[config.mk]
export PLATFORM = sky130hd
export DESIGN_NAME = spi_update_sched
export DESIGN_NICKNAME = d
export VERILOG_FILES = /design/src/rtl/spi_sched_pkg.sv /design/src/rtl/sched_rate_timer.sv /design/src/rtl/sched_src_mux.sv /design/src/rtl/sched_issue_ctrl.sv /design/src/rtl/spi_update_sched.sv
export SDC_FILE = /design/constraint.sdc
export NUM_CORES = 1
export LEC_CHECK = 0
export BUFFER_PORTS_ARGS = -buffer_cell sky130_fd_sc_hd__buf_2
export CORE_MARGIN = 2
export CORE_UTILIZATION = 51
export DETAILED_ROUTE_END_ITERATION = 10
export GPL_TIMING_DRIVEN = 0
export PLACE_DENSITY = 0.81
export SETUP_SLACK_MARGIN = 0.05
export SLEW_MARGIN = 25
export SYNTH_ARGS = -nofsm -noshare
export SYNTH_HDL_FRONTEND = slang
export SYNTH_HIERARCHICAL = 1
export SYNTH_SLANG_ARGS = --single-unit
[constraint.sdc]
create_clock -name clk_i -period 7.3 [get_ports clk_i]
set_input_delay 0.365 -clock clk_i [delete_from_list [all_inputs] [get_ports clk_i]]
set_output_delay 0.365 -clock clk_i [all_outputs]
set_load 0.01 [all_outputs]
[src/rtl/spi_sched_pkg.sv]
package spi_sched_pkg;
  localparam int unsigned SEL_W  = 3;
  localparam int unsigned SCLK_W = 8;
  localparam int unsigned CTRL_W = 16;

  typedef enum logic [SEL_W-1:0] {
    SRC_MEM    = 3'd0,
    SRC_HOST   = 3'd1,
    SRC_ADC_A  = 3'd2,
    SRC_MEM_NR = 3'd3,
    SRC_CONV0  = 3'd4,
    SRC_CONV1  = 3'd5,
    SRC_CONV2  = 3'd6,
    SRC_CONV3  = 3'd7
  } src_sel_e;

  localparam logic [SCLK_W-1:0] SCLK_DIV_RST = 8'h13;
  localparam logic [CTRL_W-1:0] CTRL_RST     = 16'h3010;
endpackage

[src/rtl/sched_rate_timer.sv]
module sched_rate_timer #(
  parameter int unsigned DIV_W = 16
) (
  input  logic             clk_i,
  input  logic             rst_ni,
  input  logic             restart_i,
  input  logic [DIV_W-1:0] div_i,
  output logic             strobe_o
);
  logic [DIV_W-1:0] cnt_q;
  logic [DIV_W-1:0] lim;

  // divide value 0 behaves as 1
  assign lim      = (div_i == '0) ? '0 : div_i - DIV_W'(1);
  assign strobe_o = (cnt_q == lim);

  always_ff @(posedge clk_i or negedge rst_ni) begin
    if (!rst_ni)        cnt_q <= '0;
    else if (restart_i) cnt_q <= '0;
    else if (strobe_o)  cnt_q <= '0;
    else                cnt_q <= cnt_q + DIV_W'(1);
  end
endmodule

[src/rtl/sched_src_mux.sv]
module sched_src_mux
  import spi_sched_pkg::*;
#(
  parameter int unsigned DATA_W = 24,
  parameter int unsigned N_CONV = 4
) (
  input  logic [SEL_W-1:0]         sel_i,
  input  logic [DATA_W-1:0]        mem_data_i,
  input  logic                     mem_valid_i,
  input  logic [DATA_W-1:0]        adc_data_i,
  input  logic                     adc_valid_i,
  input  logic [N_CONV*DATA_W-1:0] conv_data_i,
  input  logic [N_CONV-1:0]        conv_valid_i,
  output logic [DATA_W-1:0]        data_o,
  output logic                     valid_o,
  output logic                     host_mode_o,
  output logic                     dedup_o
);
  localparam int unsigned IDX_W = $clog2(N_CONV);

  logic [DATA_W-1:0] conv_w [N_CONV];

  for (genvar g = 0; g < N_CONV; g++) begin : g_conv
    assign conv_w[g] = conv_data_i[g*DATA_W +: DATA_W];
  end

  assign host_mode_o = (sel_i == SRC_HOST);
  assign dedup_o     = (sel_i == SRC_MEM_NR);

  always_comb begin
    data_o  = '0;
    valid_o = 1'b0;
    case (sel_i)
      SRC_MEM, SRC_MEM_NR: begin
        data_o  = mem_data_i;
        valid_o = mem_valid_i;
      end
      SRC_ADC_A: begin
        data_o  = adc_data_i;
        valid_o = adc_valid_i;
      end
      SRC_HOST: begin
        data_o  = '0;
        valid_o = 1'b0;
      end
      default: begin
        // codes 4..7: low bits pick the converter channel
        data_o  = conv_w[sel_i[IDX_W-1:0]];
        valid_o = conv_valid_i[sel_i[IDX_W-1:0]];
      end
    endcase
  end
endmodule

[src/rtl/sched_issue_ctrl.sv]
module sched_issue_ctrl #(
  parameter int unsigned DATA_W = 24
) (
  input  logic              clk_i,
  input  logic              rst_ni,
  input  logic              restart_i,
  input  logic              strobe_i,
  input  logic              host_mode_i,
  input  logic              dedup_i,
  input  logic [DATA_W-1:0] src_data_i,
  input  logic              src_valid_i,
  input  logic [DATA_W-1:0] host_data_i,
  input  logic              host_trig_i,
  input  logic              tx_ready_i,
  output logic [DATA_W-1:0] tx_data_o,
  output logic              tx_valid_o,
  output logic              host_pend_o
);
  logic              pend_q, first_q, valid_q;
  logic [DATA_W-1:0] last_q, data_q;
  logic              pend_n, dup, stream_go, host_go, issue;
  logic [DATA_W-1:0] issue_data;

  always_comb begin
    pend_n     = pend_q | (host_mode_i & host_trig_i);
    dup        = dedup_i & ~first_q & (src_data_i == last_q);
    stream_go  = ~host_mode_i & strobe_i & src_valid_i & ~dup;
    host_go    = host_mode_i & pend_n;
    issue      = ~restart_i & tx_ready_i & (stream_go | host_go);
    issue_data = host_mode_i ? host_data_i : src_data_i;
  end

  always_ff @(posedge clk_i or negedge rst_ni) begin
    if (!rst_ni) begin
      pend_q  <= 1'b0;
      first_q <= 1'b1;
      last_q  <= '0;
      valid_q <= 1'b0;
      data_q  <= '0;
    end else if (restart_i) begin
      pend_q  <= 1'b0;
      first_q <= 1'b1;
      last_q  <= '0;
      valid_q <= 1'b0;
    end else begin
      pend_q <= pend_n & ~issue;
      if (issue) begin
        valid_q <= 1'b1;
        data_q  <= issue_data;
        last_q  <= issue_data;
        first_q <= 1'b0;
      end else if (tx_ready_i) begin
        valid_q <= 1'b0;
      end
    end
  end

  assign tx_data_o   = data_q;
  assign tx_valid_o  = valid_q;
  assign host_pend_o = pend_q;
endmodule

[src/rtl/spi_update_sched.sv]
module spi_update_sched
  import spi_sched_pkg::*;
#(
  parameter int unsigned     DATA_W  = 24,
  parameter int unsigned     DIV_W   = 16,
  parameter int unsigned     N_CONV  = 4,
  parameter logic [DIV_W-1:0] DIV_RST = 1
) (
  input  logic                     clk_i,
  input  logic                     rst_ni,
  input  logic                     cfg_reload_i,
  input  logic [SEL_W-1:0]         sel_i,
  input  logic [DIV_W-1:0]         div_i,
  input  logic [SCLK_W-1:0]        sclk_div_i,
  input  logic [CTRL_W-1:0]        ctrl_i,
  input  logic [DATA_W-1:0]        mem_data_i,
  input  logic                     mem_valid_i,
  input  logic [DATA_W-1:0]        host_data_i,
  input  logic                     host_trig_i,
  input  logic [DATA_W-1:0]        adc_a_data_i,
  input  logic                     adc_a_valid_i,
  input  logic [N_CONV*DATA_W-1:0] conv_data_i,
  input  logic [N_CONV-1:0]        conv_valid_i,
  input  logic                     tx_ready_i,
  output logic                     tx_valid_o,
  output logic [DATA_W-1:0]        tx_data_o,
  output logic [SCLK_W-1:0]        sclk_div_o,
  output logic [CTRL_W-1:0]        ctrl_o
);
  logic [SEL_W-1:0]  sel_q;
  logic [DIV_W-1:0]  div_q;
  logic [SCLK_W-1:0] sclk_q;
  logic [CTRL_W-1:0] ctrl_q;
  logic              strobe, src_valid, host_mode, dedup, host_pend;
  logic [DATA_W-1:0] src_data;

  // configuration is captured only on the reload pulse
  always_ff @(posedge clk_i or negedge rst_ni) begin
    if (!rst_ni) begin
      sel_q  <= SRC_HOST;
      div_q  <= DIV_RST;
      sclk_q <= SCLK_DIV_RST;
      ctrl_q <= CTRL_RST;
    end else if (cfg_reload_i) begin
      sel_q  <= sel_i;
      div_q  <= div_i;
      sclk_q <= sclk_div_i;
      ctrl_q <= ctrl_i;
    end
  end

  assign sclk_div_o = sclk_q;
  assign ctrl_o     = ctrl_q;

  sched_rate_timer #(.DIV_W(DIV_W)) u_timer (
    .clk_i    (clk_i),
    .rst_ni   (rst_ni),
    .restart_i(cfg_reload_i),
    .div_i    (div_q),
    .strobe_o (strobe)
  );

  sched_src_mux #(.DATA_W(DATA_W), .N_CONV(N_CONV)) u_mux (
    .sel_i       (sel_q),
    .mem_data_i  (mem_data_i),
    .mem_valid_i (mem_valid_i),
    .adc_data_i  (adc_a_data_i),
    .adc_valid_i (adc_a_valid_i),
    .conv_data_i (conv_data_i),
    .conv_valid_i(conv_valid_i),
    .data_o      (src_data),
    .valid_o     (src_valid),
    .host_mode_o (host_mode),
    .dedup_o     (dedup)
  );

  sched_issue_ctrl #(.DATA_W(DATA_W)) u_issue (
    .clk_i      (clk_i),
    .rst_ni     (rst_ni),
    .restart_i  (cfg_reload_i),
    .strobe_i   (strobe),
    .host_mode_i(host_mode),
    .dedup_i    (dedup),
    .src_data_i (src_data),
    .src_valid_i(src_valid),
    .host_data_i(host_data_i),
    .host_trig_i(host_trig_i),
    .tx_ready_i (tx_ready_i),
    .tx_data_o  (tx_data_o),
    .tx_valid_o (tx_valid_o),
    .host_pend_o(host_pend)
  );
endmodule

==> results.md, run 1 <==
- Worst path top cell family by delay: compound AO/OA/AOI/OAI gates
- Clk Latency, worst-skew pair: ~340 ps
- Drt drc: 0
- Die Wd: ~130 µm
- Mapped Cells: 720
- Main flop type after synthesis: dfrtp_1
- Commonest non-fill, non-tap cell in the layout: buf_2
- Vias in the first global route: 6,794
- Initial antenna violation count: 8
- Synth async-reset ratio: 100%
- CTS clk-pin slew, worst paths: about 70 ps
- Number of enable flip-flop cells after synthesis: 0
- Layout cells sized above 1: a little under half
- Power Density: between 150 and 200 nW/µm²
- Status: completed
- CP arrival: a little over 5000 ps
- Gr ovfl total: 0
- Pin count of the biggest net entering global routing: 70
- Reg2Reg Setup Slack: between 2000 and 2500 ps
- Maximum vdd drop: between 0.1 and 0.15 mV
- Num CTS Buffers: 9
- Leakage: between 4 and 5 nW
- Clock Tree Buf Depth: 2
- CTS Root Cell: clkbuf_16
- Req. time, crit path: about 7500 ps
- CTS sink count: between 100 and 150
- Global Route Usage Sum: about 28%
- Crit path cell chain: inv_1, ha_1, or3b_1, clkbuf_1, nor4_1, xnor2_1, a2111oi_1, nand4_1, a2111oi_4, buf_6, nand2_1, o21ai_0, nand3b_1, o21ba_1, buf_6, buf_6, mux2_4
- Syn_nets: roughly 940
- Seq/Total Area, Yosys: 34.7%
- Max Clock Freq: between 200 and 250 MHz
- Post-layout util: ~65%
- Worst setup path class: reg2reg
- Net count reported at finish: between 1,000 and 1,500
- Io pins: about 270
- Post-synthesis sequential element count: 110
- CP max stage delay: 650 ps
- Setup TNS: 0 ps
- Reg2Reg Depth: 17
- Cts repair resizes: 0
- Synth Cell Area: 7970 µm²
- Last element of the critical path: u_issue/tx_data_o[19]
- Worst-path fanout max: 10
- Initial Utilization: between 50% and 60%
- Final period util: roughly 67%
- Critical path startpoint: div_q[0]
- Fin worst setup slack: ~2400 ps
- Site Rows: 45
- H-tree depth: 3
- Routed Antenna Nets: 0
- Worst min path class: in2reg
- Fin. max-slew vios: 0
- Final Skew: between 7 and 8 ps
- Core area: 15,300 µm²
- Ys Warns: 6
- Worst slack at placement: between 2000 and 2500 ps
- Yosys cell types: just under 70
- Final setup vio count: 0
- Vias per cell: roughly 5.6
- Hold_ws: 247 ps
- DRT iter0 DRCs: roughly 490
- Slew HR: just over 50%
- CTS tree: yes
- Max stage delay cell, worst path: a2111oi_4
- Die height: about 130 µm
- DPL Wire Length: around 19,000 µm
- Max-cap violation count: 0
- Commonest cells after routing, fill and taps aside: buf_2, dfrtp_1, mux2i_1
- Hold Fails Final Rpt: 0
- Cts hold-fix bufs: 1
- Via count: 6,902
- I/O Buffers: 270
- Drt first pass iters: 7
- RSZ-0062 raised after global routing: false
- Full die area: approximately 17,000 µm²
- Worst slew pin tran: slightly above 700 ps
- Routed WL: ~24,000 µm
- Tmin final: 4910 ps
- CP Capture Type: register
- Hold wc startpoint: sel_i[2]
- Syn Area/Cell: roughly 11 µm²
- Crit path top cell by count: buf_6
- Type of origin of the critical path: register
- DR WL/cell: 19.2 µm
- GPL Wtd Cong: ~0.91
- RR Endpoint: u_issue/tx_data_o[19]
- Stages on worst setup path: 17
- Post-CTS Setup Repair Bufs: 0
- Reg-to-reg startpoint: div_q[0]
- CP Buf/Inv Count: 5
- First-pass GRT wire length: 35,500 µm
- Layout area overhead: 24.6%
## flip-flops by register name, summed over array words and instances, names as in the netlist
register / flops
u_issue/last_q: 24
ctrl_o: 16
u_issue/host_pend_o: 1
u_issue/tx_valid_o: 1
sclk_div_o: 8
sel_q: 3
u_issue/first_q: 1
u_issue/tx_data_o: 24
u_timer/cnt_q: 16
div_q: 16
## Yosys cell counts (6+ instances only)
cell type,instances,area share [%]
dfrtp_1,101,32
mux2i_1,81,10
mux2_4,56,11
nand3_1,36,2.3
o21ai_0,33,2.1
mux2_2,32,4.5
xnor2_1,30,3.3
nor2b_1,25,2.0
o21a_1,25,2.4
a22o_1,21,2.3
xor2_1,21,2.3
a22oi_2,20,3.1
nor2_1,20,0.94
clkbuf_1,19,0.90
buf_6,16,2.3
nand2_1,14,0.66
buf_2,11,0.69
nand4_1,11,0.86
nor3_1,11,0.69
nor4_1,11,0.86
dfstp_2,9,3.0
inv_1,9,0.42
nor3_2,9,1.1
or3_1,8,0.63
a21oi_1,7,0.44
buf_12,7,1.8
a22oi_1,6,0.57
or4_1,6,0.57
## metal layers
layer	vias up	routed length [µm]	track usage, %
li1	3232	-	-
met1	3283	9520	34.1
met2	335	11600	48.4
met3	52	1650	4.24
met4	0	816	12.7
met5	-	0	0
## metrics by stage
step                      total power, mW  cells  area (µm²)
after floorplan                      1.17    720        7970
after global placement               1.41   1201        9580
after detailed placement             1.42   1202        9620
after CTS                            1.89   1218        9900
after global routing                 1.97   1226        9920
final                                1.88   1226        9920
## worst min-delay path by stage
stage               slack, ps              endpoint  cells after the start
floorplan                  70             ctrl_o[0]                      0
global placement          490  u_issue/tx_data_o[3]                      1
detailed placement        300            ctrl_o[14]                      1
CTS                       240         sclk_div_o[4]                      2
global route              240              sel_q[1]                      2
finish                    250              sel_q[2]                      2
## power breakdown
group	switching (mW)	total (mW)	internal, mW
Combinational	0.326	0.667	0.341
Sequential	0.0547	0.747	0.693
Clock	0.211	0.461	0.250
## kinds of logic (layout without fill, tap and decap cells)
kind of cell	count (synthesis)	count (layout)	synth area share (%)
other	0	8	0
XOR/XNOR	51	51	5.61
buffers and inverters	68	355	6.58
multiplexers	169	169	25.3
adder cells (fa/ha/maj)	2	2	0.314
AO/OA/AOI/OAI	139	139	13.9
AND/OR/NAND/NOR	181	181	13.6
flip-flops	110	110	34.7
## cell type report
type                    instances  area [µm²]
inverters                       9        33.8
diodes                          8        20.0
fillers                      1239        5340
clock inverters                 2        17.5
clock buffers                  13         260
multi-input cells             542        4680
flip-flops and latches        110        2760
plain buffers                  59         490
repair buffers                272        1400
well taps                     211         264
## worst reg2reg max path, cell delays in order (launching register included)
cell and delay (ps):
dfstp_2 400, inv_1 100, ha_1 220, or3b_1 360
clkbuf_1 190, nor4_1 490, xnor2_1 120, a2111oi_1 420
nand4_1 240, a2111oi_4 650, buf_6 250, nand2_1 110
o21ai_0 270, nand3b_1 100, o21ba_1 240, buf_6 150
buf_6 180, mux2_4 310
No activity file was read; power rests on OpenSTA's default activity.
==> inputs of run 2 (changes only) <==
==> constraint.sdc (replaced) <==
create_clock -name clk_i -period 4.6 [get_ports clk_i]
set_input_delay 0.23 -clock clk_i [delete_from_list [all_inputs] [get_ports clk_i]]
set_output_delay 0.23 -clock clk_i [all_outputs]
set_load 0.01 [all_outputs]
==> run 2 against run 1 <==
Global-route usage grew 0.062 points. Highest routed layer unchanged. Combinational power grew 59%. Clock-buffer cell count is the same. Largest power group unchanged. Maximum frequency grew 12%. Sequential power grew 59%. Clock skew grew 1.7 ps. Non-clock buffer count grew 2.
==> results.md, run 2 (synthesis results as in run 1) <==
- Hold Fails Final Rpt: 0 (unchanged)
- CTS clk-pin slew, worst paths: 70 ps (about the same)
- Total Power: 2.98 mW (+59%)
- Layout area overhead: 25.2%
- Setup TNS: 0 ps (unchanged)
- Site Rows: 45 (unchanged)
- Status: completed
- Vias per cell: 5.61 (-0.31%)
- H-tree depth: 3 (unchanged)
- Initial Utilization: 52.2% (unchanged)
- Worst setup path class: reg2reg
- Hold Path End: sclk_div_o[4]
- RSZ-0062 raised after global routing: false
- Net count reported at finish: 1,229 (+0.16%)
- Pin count of the biggest net entering global routing: 70 (unchanged)
- Type of origin of the critical path: register
- Routed Antenna Nets: 0 (unchanged)
- Gr ovfl total: 0 (unchanged)
- CTS sink count: 110 (unchanged)
- DR WL/cell: 19.3 µm (+0.26%)
- Commonest cells after routing, fill and taps aside: buf_2, dfrtp_1, mux2i_1
- Reg2Reg Depth: 17 (unchanged)
- Clk Latency, worst-skew pair: 340 ps (about the same)
- Max stage delay cell, worst path: nor4_2
- CP max stage delay: 460 ps (-190 ps)
- Io pins: 271 (unchanged)
- Req. time, crit path: 4820 ps (-2710 ps)
- I/O Buffers: 270 (unchanged)
- Tmin final: 4400 ps (-512 ps)
- Via count: 6,892 (-0.14%)
- Clock Tree Buf Depth: 2 (unchanged)
- Placed cells: 1,202 (unchanged)
- Drt first pass iters: 5 (-2)
- Final setup vio count: 0 (unchanged)
- Cell area after layout: 9980 µm² (+0.53%)
- Max-cap violation count: 0 (unchanged)
- Full die area: 16,600 µm² (unchanged)
- GPL Wtd Cong: 0.909 (unchanged)
- Initial antenna violation count: 8 (unchanged)
- Crit path cell chain: inv_1, ha_1, or3b_1, clkbuf_1, nor4_2, and4b_1, o211ai_1, a32o_1, a2111oi_4, buf_6, nand2_1, o21ai_1, nand3b_1, o21ba_1, buf_6, buf_6, mux2_4
- Final Instance Count excl. Fillers: 1,228 (+0.16%)
- Maximum vdd drop: 0.192 mV (+59%)
- CTS tree: yes
- Worst-path fanout max: 10 (unchanged)
- Leakage: 4.68 nW (+0.56%)
- Drt drc: 0 (unchanged)
- CP arrival: 4620 ps (-520 ps)
- Slew HR: 51.7% (+0.24 points)
- Max Clock Freq: 227 MHz (+12%)
- Die Wd: 129 µm (unchanged)
- Hold wc startpoint: sclk_div_i[4]
- DPL Wire Length: 18,700 µm (unchanged)
- Vias in the first global route: 6,818 (+0.35%)
- Layout cells sized above 1: 46.4% (+0.60 points)
- First-pass GRT wire length: 35,600 µm (+0.23%)
- Hold_ws: 113 ps (-134 ps)
- CP Capture Type: register
- RR Endpoint: u_issue/tx_data_o[19]
- Power Density: 299 nW/µm² (+58%)
- Fin. max-slew vios: 0 (unchanged)
- Core area: 15,300 µm² (unchanged)
- Num CTS Buffers: 9 (unchanged)
- Final Skew: 9.36 ps (+1.72 ps)
- Crit path top cell by count: buf_6
- Worst min path class: in2reg
- Final period util: 95.6% (+28 points)
- Worst path top cell family by delay: simple AND/OR/NAND/NOR gates
- Die height: 129 µm (unchanged)
- Area of placed instances: 9620 µm² (unchanged)
- Reg-to-reg startpoint: div_q[0]
- Reg2Reg Setup Slack: 200 ps (-2190 ps)
- Worst slew pin tran: 724 ps (-3.60 ps)
- CTS Root Cell: clkbuf_16
- Hold depth: 2 (unchanged)
- Routed WL: 23,700 µm (+0.43%)
- DRT iter0 DRCs: 569 (+17%)
- CP Buf/Inv Count: 5 (unchanged)
- Global Route Usage Sum: 27.9% (+0.062 points)
- Commonest non-fill, non-tap cell in the layout: buf_2
[run 2: per-layer routing]
metal	up-vias	track usage, %	wire length [µm]
met4	0	12.7	806
met2	320	48.6	11600
met3	50	4.24	1560
li1	3230	-	-
met1	3292	34.0	9690
met5	-	0	0
[run 2: layout make-up]
class | count | area, µm²
Fill cell | 1235 | 5280
Multi-Input combinational cell | 542 | 4710
Sequential cell | 110 | 2760
Timing Repair Buffer | 275 | 1420
Buffer | 58 | 489
Tap cell | 211 | 264
Clock buffer | 13 | 260
Inverter | 9 | 33.8
Antenna cell | 8 | 20.0
Clock inverter | 2 | 17.5
[run 2: how the worst max path moves through the flow]
stage                        start               endpoint  depth (start not counted)
after floorplan           div_q[0]  u_issue/tx_data_o[10]                         17
after CTS                 div_q[0]  u_issue/tx_data_o[19]                         17
after global routing      div_q[0]  u_issue/tx_data_o[19]                         17
after detailed placement  div_q[0]  u_issue/tx_data_o[16]                         17
final                     div_q[0]  u_issue/tx_data_o[19]                         17
after global placement    div_q[0]  u_issue/tx_data_o[17]                         16
[run 2: worst register-to-register path, cell delays in order (launching register included)]
cell and delay [ps]:
dfstp_2 400, inv_1 110, ha_1 220, or3b_1 360, clkbuf_1 210, nor4_2 460, and4b_1 260, o211ai_1 90
a32o_1 300, a2111oi_4 360, buf_6 220, nand2_1 110, o21ai_1 200, nand3b_1 90, o21ba_1 240, buf_6 150
buf_6 180, mux2_4 320
[run 2: where the power goes]
part           switching [mW]  internal, mW
clock                   0.335         0.397
combinational           0.517         0.542
sequential             0.0892          1.10
total                   0.941          2.04
[run 2: stage by stage]
stage	setup slack, ps	util (%)
6_report	202	65.4
5_1_grt	50.4	65.4
4_1_cts	76.9	65.1
3_5_place_dp	-227	63.0
3_3_place_gp	-156	62.8
2_1_floorplan	440	-
[run 2: timing repair]
item / 4_1_cts / 5_1_grt
hold buffers: 1 / 0
pin swaps: 2 / 3
hold endpoints to repair: 33 / 0
resized for setup: 2 / 5
endpoints found under the setup margin: 48 / 47
gates cloned: 0 / 0
setup buffers: 3 / 0
==> inputs of run 3 (changes only) <==
--- a/config.mk
+++ b/config.mk
@@ -6,8 +6,10 @@
 export NUM_CORES = 1
 export LEC_CHECK = 0
 export BUFFER_PORTS_ARGS = -buffer_cell sky130_fd_sc_hd__buf_2
+export CORE_ASPECT_RATIO = 0.8
 export CORE_MARGIN = 2
 export CORE_UTILIZATION = 51
+export CTS_CLUSTER_SIZE = 10
 export DETAILED_ROUTE_END_ITERATION = 10
 export GPL_TIMING_DRIVEN = 0
 export PLACE_DENSITY = 0.81
==> constraint.sdc (replaced) <==
create_clock -name clk_i -period 4.6 [get_ports clk_i]
set_input_delay 0.23 -clock clk_i [delete_from_list [all_inputs] [get_ports clk_i]]
set_output_delay 0.23 -clock clk_i [all_outputs]
set_load 0.02 [all_outputs]
==> run 3 against run 2 <==
Wire length is 3.3% higher. Sequential cell count unchanged. Register-to-register slack barely moved. Clock skew is 1.3 ps higher.
==> results.md, run 3 (synthesis results as in run 1) <==
- Net count reported at finish: 1,230 (+0.081%)
- Metal-1 WL: 10,900 µm (+12%)
- Worst-path fanout max: 10 (unchanged)
- Site Rows: 40 (-11%)
- Global Route Usage Sum: 29.0% (+1.2 points)
- Area of placed instances: 9610 µm² (about the same)
- DRT iter0 DRCs: 530 (-6.9%)
- Via count: 6,978 (+1.2%)
- Routed Antenna Nets: 0 (unchanged)
- Routed WL: 24,500 µm (+3.3%)
- Layout area overhead: 26.0%
- Full die area: 16,600 µm² (about the same)
- Register share of total power: 38.0% (-1.9 points)
- CTS clk-pin slew, worst paths: 80 ps (about the same)
- Worst setup path class: reg2reg
- Drt drc: 0 (unchanged)
- CP Capture Type: register
- Internal: 2.04 mW (+0.18%)
- Die Wd: 144 µm (+11%)
- I/O Buffers: 270 (unchanged)
- Drt first pass iters: 5 (unchanged)
- Combinational share of power: 36.9% (+1.3 points)
- Final Instance Count excl. Fillers: 1,229 (+0.081%)
- Status: completed
- Top routing layer in use: met4
- Final setup vio count: 0 (unchanged)
- CTS tree: yes
- Vias per cell: 5.68 (+1.2%)
- Worst min path class: in2reg
- Initial Utilization: 52.5% (+0.32 points)
- Leakage: 4.71 nW (+0.65%)
- Final period util: 95.9% (+0.30 points)
- Cell area after layout: 10,000 µm² (+0.60%)
- Worst slew pin tran: 678 ps (-46.5 ps)
- Req. time, crit path: 4840 ps (+20 ps)
- Final Skew: 10.7 ps (+1.33 ps)
- Clock power frac: 25.1% (+0.6 points)
- Die height: 116 µm (-10%)
- Slew HR: 54.8% (+3.1 points)
- Initial antenna violation count: 7 (-1)
- Placed cells: 1,201 (-0.083%)
- Hold Fails Final Rpt: 0 (unchanged)
- Commonest non-fill, non-tap cell in the layout: buf_2
- Clock Tree Buf Depth: 2 (unchanged)
- Max Clock Freq: 227 MHz (-0.31%)
- Vias in the first global route: 6,733 (-1.2%)
- WL met2: 11,000 µm (-5.0%)
- Max-cap violation count: 0 (unchanged)
- Commonest cells after routing, fill and taps aside: buf_2, dfrtp_1, mux2i_1
- Maximum vdd drop: 0.236 mV (+23%)
- Fin. max-slew vios: 0 (unchanged)
- Hold_ws: 92.1 ps (-20.9 ps)
- CTS sink count: 110 (unchanged)
- GPL Wtd Cong: 0.964 (+6.1%)
- RSZ-0062 raised after global routing: false
- H-tree depth: 3 (unchanged)
- DPL Wire Length: 19,100 µm (+2.1%)
- Layout cells sized above 1: 47.1% (+0.70 points)
- Io pins: 271 (unchanged)
- Clk Latency, worst-skew pair: 360 ps (+20 ps)
- Layout fillers: 1,248 (+1.1%)
- Routed length on met3: 2080 µm (+33%)
- DR WL/cell: 19.9 µm (+3.3%)
- Tmin final: 4410 ps (+13.8 ps)
- Type of origin of the critical path: register
- CTS Root Cell: clkbuf_16
- Core area: 15,200 µm² (-0.62%)
- Power Density: 313 nW/µm² (+4.8%)
- First-pass GRT wire length: 36,600 µm (+2.9%)
- Pin count of the biggest net entering global routing: 60 (-14%)
- Num CTS Buffers: 9 (unchanged)
- Gr ovfl total: 0 (unchanged)
- Switching power: 1.10 mW (+17%)
- CP arrival: 4650 ps (+30 ps)
- Switching portion of total power: 35.0% (+3.4 points)
-- run 3: worst max-delay path: stages, from the launching register on --
cell	delay [ps]
dfstp_2	400
inv_1	110
ha_1	230
or3b_4	470
o41ai_2	420
o211ai_1	150
a32oi_1	320
nand4_1	200
a2111oi_4	430
buf_6	220
nand2_1	130
o21ai_1	200
nand3b_1	90
o21ba_1	270
buf_6	160
buf_6	180
mux2_4	310
-- run 3: path summary, 6_finish.rpt --
check / start / to / slack (ps) / cells after the start
max in group asynchronous: rst_ni / div_q[0] / 3460 / 3
min in group asynchronous: rst_ni / u_issue/tx_data_o[5] / 420 / 2
max: div_q[0] / u_issue/tx_data_o[18] / 190 / 16
min: ctrl_i[12] / ctrl_o[12] / 90 / 2
min reg2reg: u_issue/tx_data_o[4] / u_issue/tx_data_o[4] / 510 / 1
max reg2reg: div_q[0] / u_issue/tx_data_o[18] / 190 / 16
-- run 3: timing repair --
action,4_1_cts,5_1_grt
pin swaps,2,1
hold buffers,1,0
gates resized for setup,3,9
setup buffers,3,1
setup endpoints to repair,51,45
hold endpoints to repair,54,0
-- run 3: area by class of cell --
cell class,instances,area (µm²),area share [%]
well taps,210,263,2.62
inverters,9,33.8,0.337
clock inverters,6,62.6,0.623
repair buffers,276,1430,14.2
plain buffers,58,487,4.85
diodes,8,20.0,0.199
clock buffers,10,239,2.38
multi-input cells,542,4740,47.2
flip-flops and latches,110,2770,27.6
-- run 3: power groups by stage --
stage | clock network, mW | registers, mW | logic, mW
4_1_cts | 0.809 | 1.19 | 1.14
3_3_place_gp | 0 | 1.20 | 1.12
5_1_grt | 0.847 | 1.21 | 1.23
3_5_place_dp | 0 | 1.20 | 1.14
2_1_floorplan | 0 | 1.32 | 0.626
6_report | 0.789 | 1.19 | 1.16
-- run 3: stage by stage --
step | TNS (ps) | setup WS, ps | util (%) | power (mW)
2_1_floorplan | 0 | 440 | - | 1.94
3_3_place_gp | -18140 | -485 | 63.2 | 2.32
3_5_place_dp | -20040 | -512 | 63.4 | 2.34
4_1_cts | 0 | 71.4 | 65.7 | 3.14
5_1_grt | 0 | 27.2 | 66.2 | 3.28
6_report | 0 | 188 | 66.2 | 3.14
-- run 3: metal layers --
layer / global-route usage (%) / vias to the layer above
li1: - / 3238
met1: 41.6 / 3357
met2: 44.7 / 352
met3: 5.58 / 31
met5: 0 / -
met4: 9.22 / 0
